<file path="src/rtl/lcsw_pkg.sv">
package lcsw_pkg;

  typedef enum logic [1:0] {
    ST_OFF  = 2'd0,
    ST_TALK = 2'd1,
    ST_RING = 2'd2,
    ST_WAIT = 2'd3
  } sw_state_e;

  typedef struct packed {
    logic brk;
    logic ret;
    logic src;
  } sw_set_t;

endpackage

</file>
<file path="src/rtl/lcsw_cmd_hold.sv">
module lcsw_cmd_hold (
  input  logic clk,
  input  logic rst,
  input  logic cmd_in,
  input  logic hold_en,
  output logic cmd_eff
);

  logic held_q;

  always_ff @(posedge clk) begin
    if (rst) begin
      held_q <= 1'b0;
    end else if (!hold_en) begin
      held_q <= cmd_in;
    end
  end

  assign cmd_eff = hold_en ? held_q : cmd_in;

  a_r3_hold_stable: assert property (@(posedge clk) disable iff (rst)
    hold_en |=> (held_q == $past(held_q)));

endmodule

</file>
<file path="src/rtl/lcsw_batt_mon.sv">
module lcsw_batt_mon #(
  parameter int VBAT_W    = 8,
  parameter int TRIP_V    = -10,
  parameter int RESTORE_V = -15
) (
  input  logic                     clk,
  input  logic                     rst,
  input  logic signed [VBAT_W-1:0] sample,
  output logic                     fault_next
);

  logic fault_q;
  logic above_trip;
  logic below_restore;

  assign above_trip    = int'(sample) > TRIP_V;
  assign below_restore = int'(sample) < RESTORE_V;

  always_comb begin
    if (above_trip)         fault_next = 1'b1;
    else if (below_restore) fault_next = 1'b0;
    else                    fault_next = fault_q;
  end

  always_ff @(posedge clk) begin
    if (rst) fault_q <= 1'b1;
    else     fault_q <= fault_next;
  end

  a_r8_band_keeps: assert property (@(posedge clk) disable iff (rst)
    (!above_trip && !below_restore) |-> (fault_next == fault_q));

endmodule

</file>
<file path="src/rtl/lcsw_switch_seq.sv">
module lcsw_switch_seq
  import lcsw_pkg::*;
#(
  parameter int BRK_N = 2
) (
  input  logic             clk,
  input  logic             rst,
  input  logic             force_off,
  input  logic             ring_req,
  input  logic             zc,
  output logic [BRK_N-1:0] brk_en,
  output logic             ret_en,
  output logic             src_en,
  output logic [1:0]       code
);

  sw_set_t   cur_q;
  sw_set_t   nxt;
  sw_state_e code_q;
  sw_state_e code_nxt;

  always_comb begin
    nxt.brk = !force_off && !ring_req;
    nxt.ret = !force_off && ring_req;
    nxt.src = nxt.ret || (cur_q.src && !zc);
    if (nxt.ret)      code_nxt = ST_RING;
    else if (nxt.src) code_nxt = ST_WAIT;
    else if (nxt.brk) code_nxt = ST_TALK;
    else              code_nxt = ST_OFF;
  end

  always_ff @(posedge clk) begin
    if (rst) begin
      cur_q  <= '0;
      code_q <= ST_OFF;
    end else begin
      cur_q  <= nxt;
      code_q <= code_nxt;
    end
  end

  assign brk_en = {BRK_N{cur_q.brk}};
  assign ret_en = cur_q.ret;
  assign src_en = cur_q.src;
  assign code   = code_q;

  a_r5_zc_hold: assert property (@(posedge clk) disable iff (rst)
    (cur_q.src && !zc) |=> cur_q.src);

  a_r1_no_overlap: assert property (@(posedge clk) disable iff (rst)
    !(cur_q.brk && cur_q.ret));

  a_r11_wait_code: assert property (@(posedge clk) disable iff (rst)
    (cur_q.src && !cur_q.ret) |-> (code_q == ST_WAIT));

endmodule

</file>
<file path="src/rtl/linecard_switch_ctrl.sv">
module linecard_switch_ctrl #(
  parameter int VBAT_W    = 8,
  parameter int BRK_N     = 2,
  parameter int TRIP_V    = -10,
  parameter int RESTORE_V = -15
) (
  input  logic                     clk,
  input  logic                     rst,
  input  logic                     ring_cmd,
  input  logic                     hold_en,
  input  logic                     shdn_req_n,
  input  logic                     overtemp,
  input  logic                     zc_strobe,
  input  logic signed [VBAT_W-1:0] vbat_sample,
  output logic [BRK_N-1:0]         brk_en,
  output logic                     ring_ret_en,
  output logic                     ring_src_en,
  output logic [1:0]               state_code,
  output logic                     shdn_stat_n
);

  logic cmd_eff;
  logic batt_fault;
  logic force_off;

  lcsw_cmd_hold u_hold (
    .clk     (clk),
    .rst     (rst),
    .cmd_in  (ring_cmd),
    .hold_en (hold_en),
    .cmd_eff (cmd_eff)
  );

  lcsw_batt_mon #(
    .VBAT_W    (VBAT_W),
    .TRIP_V    (TRIP_V),
    .RESTORE_V (RESTORE_V)
  ) u_batt (
    .clk        (clk),
    .rst        (rst),
    .sample     (vbat_sample),
    .fault_next (batt_fault)
  );

  // Over-temperature, battery fault and shutdown request all bypass the hold.
  assign force_off = overtemp || batt_fault || !shdn_req_n;

  lcsw_switch_seq #(
    .BRK_N (BRK_N)
  ) u_seq (
    .clk       (clk),
    .rst       (rst),
    .force_off (force_off),
    .ring_req  (cmd_eff),
    .zc        (zc_strobe),
    .brk_en    (brk_en),
    .ret_en    (ring_ret_en),
    .src_en    (ring_src_en),
    .code      (state_code)
  );

  always_ff @(posedge clk) begin
    if (rst) shdn_stat_n <= 1'b1;
    else     shdn_stat_n <= !overtemp;
  end

  a_r9_overtemp_off: assert property (@(posedge clk) disable iff (rst)
    overtemp |=> (brk_en == '0 && !ring_ret_en && !shdn_stat_n));

  a_r4_shdn_off: assert property (@(posedge clk) disable iff (rst)
    !shdn_req_n |=> (brk_en == '0 && !ring_ret_en));

  a_r8_trip_off: assert property (@(posedge clk) disable iff (rst)
    (int'(vbat_sample) > TRIP_V) |=> (brk_en == '0 && !ring_ret_en));

endmodule

</file>
<file path="config.mk">
export PLATFORM = sky130hd
export DESIGN_NAME = linecard_switch_ctrl
export DESIGN_NICKNAME = d
export VERILOG_FILES = /design/src/rtl/lcsw_pkg.sv /design/src/rtl/lcsw_cmd_hold.sv /design/src/rtl/lcsw_batt_mon.sv /design/src/rtl/lcsw_switch_seq.sv /design/src/rtl/linecard_switch_ctrl.sv
export SDC_FILE = /design/constraint.sdc
export NUM_CORES = 1
export LEC_CHECK = 0
export ABC_AREA = 1
export BUFFER_PORTS_ARGS = -buffer_cell sky130_fd_sc_hd__buf_2
export CAP_MARGIN = 30
export CELL_PAD_IN_SITES_DETAIL_PLACEMENT = 0
export CELL_PAD_IN_SITES_GLOBAL_PLACEMENT = 1
export CORE_UTILIZATION = 21
export DETAILED_ROUTE_END_ITERATION = 7
export GPL_ROUTABILITY_DRIVEN = 0
export PLACE_DENSITY_LB_ADDON = 0.1
export SYNTH_ARGS = -nofsm -noshare
export SYNTH_HDL_FRONTEND = slang
export SYNTH_HIERARCHICAL = 1
export SYNTH_SLANG_ARGS = --single-unit
</file>
<file path="constraint.sdc">
create_clock -name clk -period 0.97 [get_ports clk]
set_clock_uncertainty 0.05 [all_clocks]
set_input_delay 0 -clock clk [delete_from_list [all_inputs] [get_ports clk]]
set_output_delay 0 -clock clk [all_outputs]
set_load 0.02 [all_outputs]
</file>
Yosys cells after proc, flatten, opt, wreduce, memory -nomap -nowiden
Index checks and enable logic that the tools add are counted.
Word-level totals
  bits in registers: 8
  output and inout bits: 7
  logic and storage cells: 28
Cells by class
  magnitude comparators: 2
  multiplexer cells: 6
  reductions and logical operators: 12
Operator list (number)
  $gt 8x5->1 const B: 1
  $lt 8x5->1 const B: 1
  $logic_not 1->1: 5
  $mux 1: 4
  $mux 2: 2
  $logic_and 1x1->1: 3
  $logic_or 1x1->1: 3
  $reduce_or 2->1: 1

Logic depth before layout (Yosys ltp)
  word-level depth: 10
  gate-level depth with buffers: 12

Hierarchy
Netlist, hierarchy kept.
By module, submodules not included
  lcsw_switch_seq: times used 1, cells each 17, area each 142.6 um2, seq. area each 80.1 um2
  lcsw_batt_mon: times used 1, cells each 15, area each 85.1 um2, seq. area each 20.0 um2
  lcsw_cmd_hold: times used 1, cells each 9, area each 55.1 um2, seq. area each 20.0 um2
  linecard_switch_ctrl: times used 1, cells each 5, area each 35.0 um2, seq. area each 20.0 um2

Least setup slack after synthesis
No wires, ideal clock.
  kind: reg-to-reg
  start point: register u_batt.fault_q
  end point: register u_seq.code_q[0] (netlist: u_seq/code[0])
  setup time: 114 ps
  arrival time: 908 ps
  slack: -102 ps
  cell stages (with the launch flop): 13
  buffers on the path: 0
  period minus slack after synthesis: 1072 ps
  cell sequence: dfxtp_1 -> inv_1 -> nand2_1 -> nand2_1 -> nand2_1 -> nand2_2 -> nand2_1 -> nor2_1 -> nand2_1 -> inv_1 -> nand2_2 -> nand2_1 -> nor2_1
On the way
  longest elaborated chain between the ends: 8
RTL lines
  start, declared: RTL line lcsw_batt_mon.sv:12  | logic fault_q;
  start signal, assigned: RTL line lcsw_batt_mon.sv:27  | else fault_q <= fault_next;
  $mux 1 *: RTL line lcsw_batt_mon.sv:21  | else if (below_restore) fault_next = 1'b0;
  $mux 1 *: RTL line lcsw_batt_mon.sv:20  | if (above_trip) fault_next = 1'b1;
  named net batt_fault: RTL line linecard_switch_ctrl.sv:23  | logic batt_fault;
  $logic_or 1x1->1 * (2 in series): RTL line linecard_switch_ctrl.sv:46  | assign force_off = overtemp || batt_fault || !shdn_req_n;
  named net force_off: RTL line linecard_switch_ctrl.sv:24  | logic force_off;
  $logic_not 1->1 *: RTL line lcsw_switch_seq.sv:23, lcsw_switch_seq.sv:24
  $logic_and 1x1->1 (on tied branches): RTL line lcsw_switch_seq.sv:23, lcsw_switch_seq.sv:24
  $mux 1 / $logic_or 1x1->1 (equally long branches): RTL line lcsw_switch_seq.sv:28, lcsw_switch_seq.sv:25
  $mux 2: RTL line lcsw_switch_seq.sv:27  | else if (nxt.src) code_nxt = ST_WAIT;
  end signal, assigned: RTL line lcsw_switch_seq.sv:38  | code_q <= code_nxt;
  end, declared: RTL line lcsw_switch_seq.sv:19  | sw_state_e code_q;
Mark *: on every way through the listed nets, which the timed path passes. The rest lies on a longest branch.
A chain may end at the register's enable or synchronous reset.

Worst setup path in the final report
Same ends and word-level chain as after synthesis.

==> out/metrics.cfg <==
[timing]
setup_viol = 4
worst_slew_margin_rel_pct = 89.7
final-max-slew-violation-count = 0
worst_pin_slew_ns = 0.155
final.min_clock_period_ns = 1.15
timing_hold_violations_final = 0
unrepaired_setup_endpoints_after_global_routing = yes
postLayoutSetupSlackWorst_ns = -0.178
max_freq_mhz = 871
post-route-period-util_pct = 118

[synth]
ys_ff_latch = 7
dominant_combinational_cell_family_by_area_after_synthesis = simple AND/OR/NAND/NOR gates
synth_area_leaders = sky130_fd_sc_hd__dfxtp_1 (44%), sky130_fd_sc_hd__inv_1 (14%), sky130_fd_sc_hd__nand2_1 (13%), sky130_fd_sc_hd__nand2_2 (5.9%), sky130_fd_sc_hd__buf_4 (4.7%)
ys.flop_type = sky130_fd_sc_hd__dfxtp_1
synth-edff-count = 0
syn_inst = 46
mappedNetlistNets = 61
synthDominantCellAreaShare_pct = 44.1
synthesis.area_sq_um = 318
compound_gate_fraction_of_synth_area_pct = 3.15
synth_top_area_cell = sky130_fd_sc_hd__dfxtp_1
post_synth.cell_area_avg_sq_um = 6.91
post_synth_cell_types = 12
synthXorXnorAreaFrac_pct = 0
synthesis.yosys.warnings = 6
postSynth.asyncResetShare_pct = 0
synth_most_common_cell = sky130_fd_sc_hd__inv_1
synth_fa_ha_area_share_pct = 0
synth-seq-area-share_pct = 44.1
ys_top_cells_by_count = sky130_fd_sc_hd__inv_1 (12), sky130_fd_sc_hd__nand2_1 (11), sky130_fd_sc_hd__dfxtp_1 (7), sky130_fd_sc_hd__nor2_1 (4), sky130_fd_sc_hd__nand2_2 (3)
synth_simple_gate_area_share_pct = 33.9
synth_mux_area_share_pct = 0

[power]
vdd_ir_drop_max_mv = 0.598
pwr_density_cell_nw_per_um2 = 1290
p_leak_nw = 0.321

[clock_network]
max-clock-path-buffers = 2
clock_tree.htree_level_count = 1
clkSlewWorstSetupHoldPaths_ns = 0.05
clockRootBuffer = sky130_fd_sc_hd__clkbuf_4
cts_tree = done
worst_skew_pair.late_latency_ns = 0.25
cts.sinks = 7
cts_buffers = 3

[worst_setup_path]
critPathKind = register to register
setup.worst_path.end = u_seq/code[0]
rr_endpoint = u_seq/code[0]
r2r_cells = 12
critical_path.n_buffers_inverters = 2
worst-path-stages = 12
regToRegStartpoint = u_batt/fault_q
cp-start-kind = register
cp.required_ns = 1.06
worst_ep_arrival_time_ns = 1.24
timing.critical_path.to_type = register
crit_slowest_cell = sky130_fd_sc_hd__dfxtp_2
timing.critical_path.slowest_cell_delay_ns = 0.31
worst-r2r-setup-slack_ns = -0.18
crit_top_cell = sky130_fd_sc_hd__nand2_1
cp_top_family = simple AND/OR/NAND/NOR gates
timing_startpoint_of_the_critical_path = u_batt/fault_q
crit_chain = inv_2, nand2_1, nand2_1, nand2_1, nand2_2, nand2_1, nor2_1, nand2_1, inv_2, nand2_4, nand2_1, nor2_1
largest_driver_fanout_on_the_critical_path = 3

[drt]
route.detailed.drc = 0
antenna_left = 0
drt_first_iter_violations = 2
vias_per_cell = 3.57
drt_wl_total_um = 655
routed-via-count = 325
drt-wirelength-per-cell_um = 7.20
firstDrtPassIters = 2

[placed_design]
dp_cells = 82
io_buffer_count = 21
dp_hpwl_um = 497
detailedPlace.worstSlack_ns = -0.187

[cells_and_area]
flow.area_growth_from_synthesis_pct = 67.3
final_net_count = 92
multiInputGateArea_sq_um = 130
filler_cell_count = 151
drive_above_1_share_pct = 47.4
antenna_cells = 0
seqCellArea_sq_um = 141
final-instance-count-excl-fill = 91

[status]
failed_checks = setup timing
outcome = finished, violations left

[floorplan]
placementRows = 13
floorplan.initialDensity_pct = 23.5
design.die.area_sq_um = 1670
chipHeight_um = 40.9
pin_count = 22
die_width_um = 40.9
coreArea_sq_um = 1350

[flow_run]
max-cap-violations = 0

[grt]
grt_use_met2_pct = 14.5
pin_count_of_the_biggest_net_entering_global_routing = 8
busiest_layer = met2
antenna_found_initial = 0
via_count_of_the_first_global_routing_pass = 281
use_met1_pct = 10.9
met3_usage_pct = 3.80
first_pass_grt_wire_length_um = 1030
global_route_congestion_overflow_total = 0
grtUsageTotal_pct = 9.68

[worst_hold_path]
hold_path_class = primary input to register

how the worst min path moves through the flow:
stage	start	end	cells after the start
floorplan	rst	u_hold/held_q	1
global placement	overtemp	shdn_stat_n	2
detailed placement	overtemp	shdn_stat_n	2
CTS	ring_cmd	u_hold/held_q	5
global route	ring_cmd	u_hold/held_q	5
finish	ring_cmd	u_hold/held_q	5
cell usage in the layout, fill, tap and decap left out:
cell,count
sky130_fd_sc_hd__nand3_1,1
sky130_fd_sc_hd__dfxtp_2,1
sky130_fd_sc_hd__clkbuf_4,3
sky130_fd_sc_hd__nand3_2,1
sky130_fd_sc_hd__inv_2,2
sky130_fd_sc_hd__dlygate4sd3_1,5
sky130_fd_sc_hd__nand2_2,2
sky130_fd_sc_hd__nor3_2,1
sky130_fd_sc_hd__and3_1,1
sky130_fd_sc_hd__buf_2,21
sky130_fd_sc_hd__inv_1,10
sky130_fd_sc_hd__dfxtp_1,6
sky130_fd_sc_hd__a21oi_1,2
sky130_fd_sc_hd__nor2_1,3
sky130_fd_sc_hd__nand2_1,11
sky130_fd_sc_hd__nor2_2,2
sky130_fd_sc_hd__clkbuf_1,1
sky130_fd_sc_hd__buf_4,2
sky130_fd_sc_hd__nand2_4,1
tightest hold or removal path, stage by stage:
cell and delay, ns:
sky130_fd_sc_hd__buf_2 0.07, sky130_fd_sc_hd__inv_1 0.03, sky130_fd_sc_hd__nand2_1 0.06, sky130_fd_sc_hd__nand2_2 0.06, sky130_fd_sc_hd__nor2_2 0.07
sequential cells by signal (all words and copies together), names as in the netlist:
signal,count
shdn_stat_n,1
u_batt/fault_q,1
u_hold/held_q,1
u_seq/brk_en,1
u_seq/code,1
u_seq/ret_en,1
u_seq/src_en,1
logic make-up after synthesis:
kind of cell	count (synthesis)
AOI/OAI and AO/OA	2
and+or+nand+nor	23
buffers and inverters	14
DFF	7
metrics by stage:
step / area [sq um] / power (mW) / util [%] / hold WS (ns) / setup TNS, ns
2_1_floorplan: 318 / 0.361 / - / 0.0169 / -0.190
3_3_place_gp: 442 / 0.409 / 32.7 / 0.141 / -0.614
3_5_place_dp: 442 / 0.409 / 32.7 / 0.145 / -0.620
4_1_cts: 523 / 0.698 / 38.7 / 0.0130 / -0.612
5_1_grt: 532 / 0.738 / 39.4 / 0.0381 / -1.22
6_report: 532 / 0.685 / 39.4 / 0.0190 / -0.611
where the power goes:
group	switching (mW)	total (mW)	internal [mW]
combinational	0.0592	0.120	0.0606
sequential	0.00345	0.303	0.300
clock	0.105	0.262	0.157
total	0.168	0.685	0.517
routing by layer:
| metal | vias to the layer above | part of all wire, % | wire length (um) |
|---|---|---|---|
| li1 | 191 | - | - |
| met1 | 123 | 46 | 302 |
| met2 | 11 | 45 | 293 |
| met3 | 0 | 9.2 | 60 |
| met4 | 0 | 0 | 0 |
| met5 | - | 0 | 0 |
cell type report:
class | count | share of cell area [%]
Multi-Input combinational cell | 25 | 24.5
Tap cell | 15 | 3.53
Inverter | 12 | 8.47
Clock buffer | 4 | 4.94
Timing Repair Buffer | 28 | 32.0
Sequential cell | 7 | 26.6
timing repair:
item,CTS,global route
hold buffers,5,0
gates resized for setup,2,4
hold endpoints to repair,6,0
gates cloned,0,0
buffers inserted,0,0
setup endpoints to repair,4,4
pin swaps,2,1
Power figures use the tool's default switching activity.
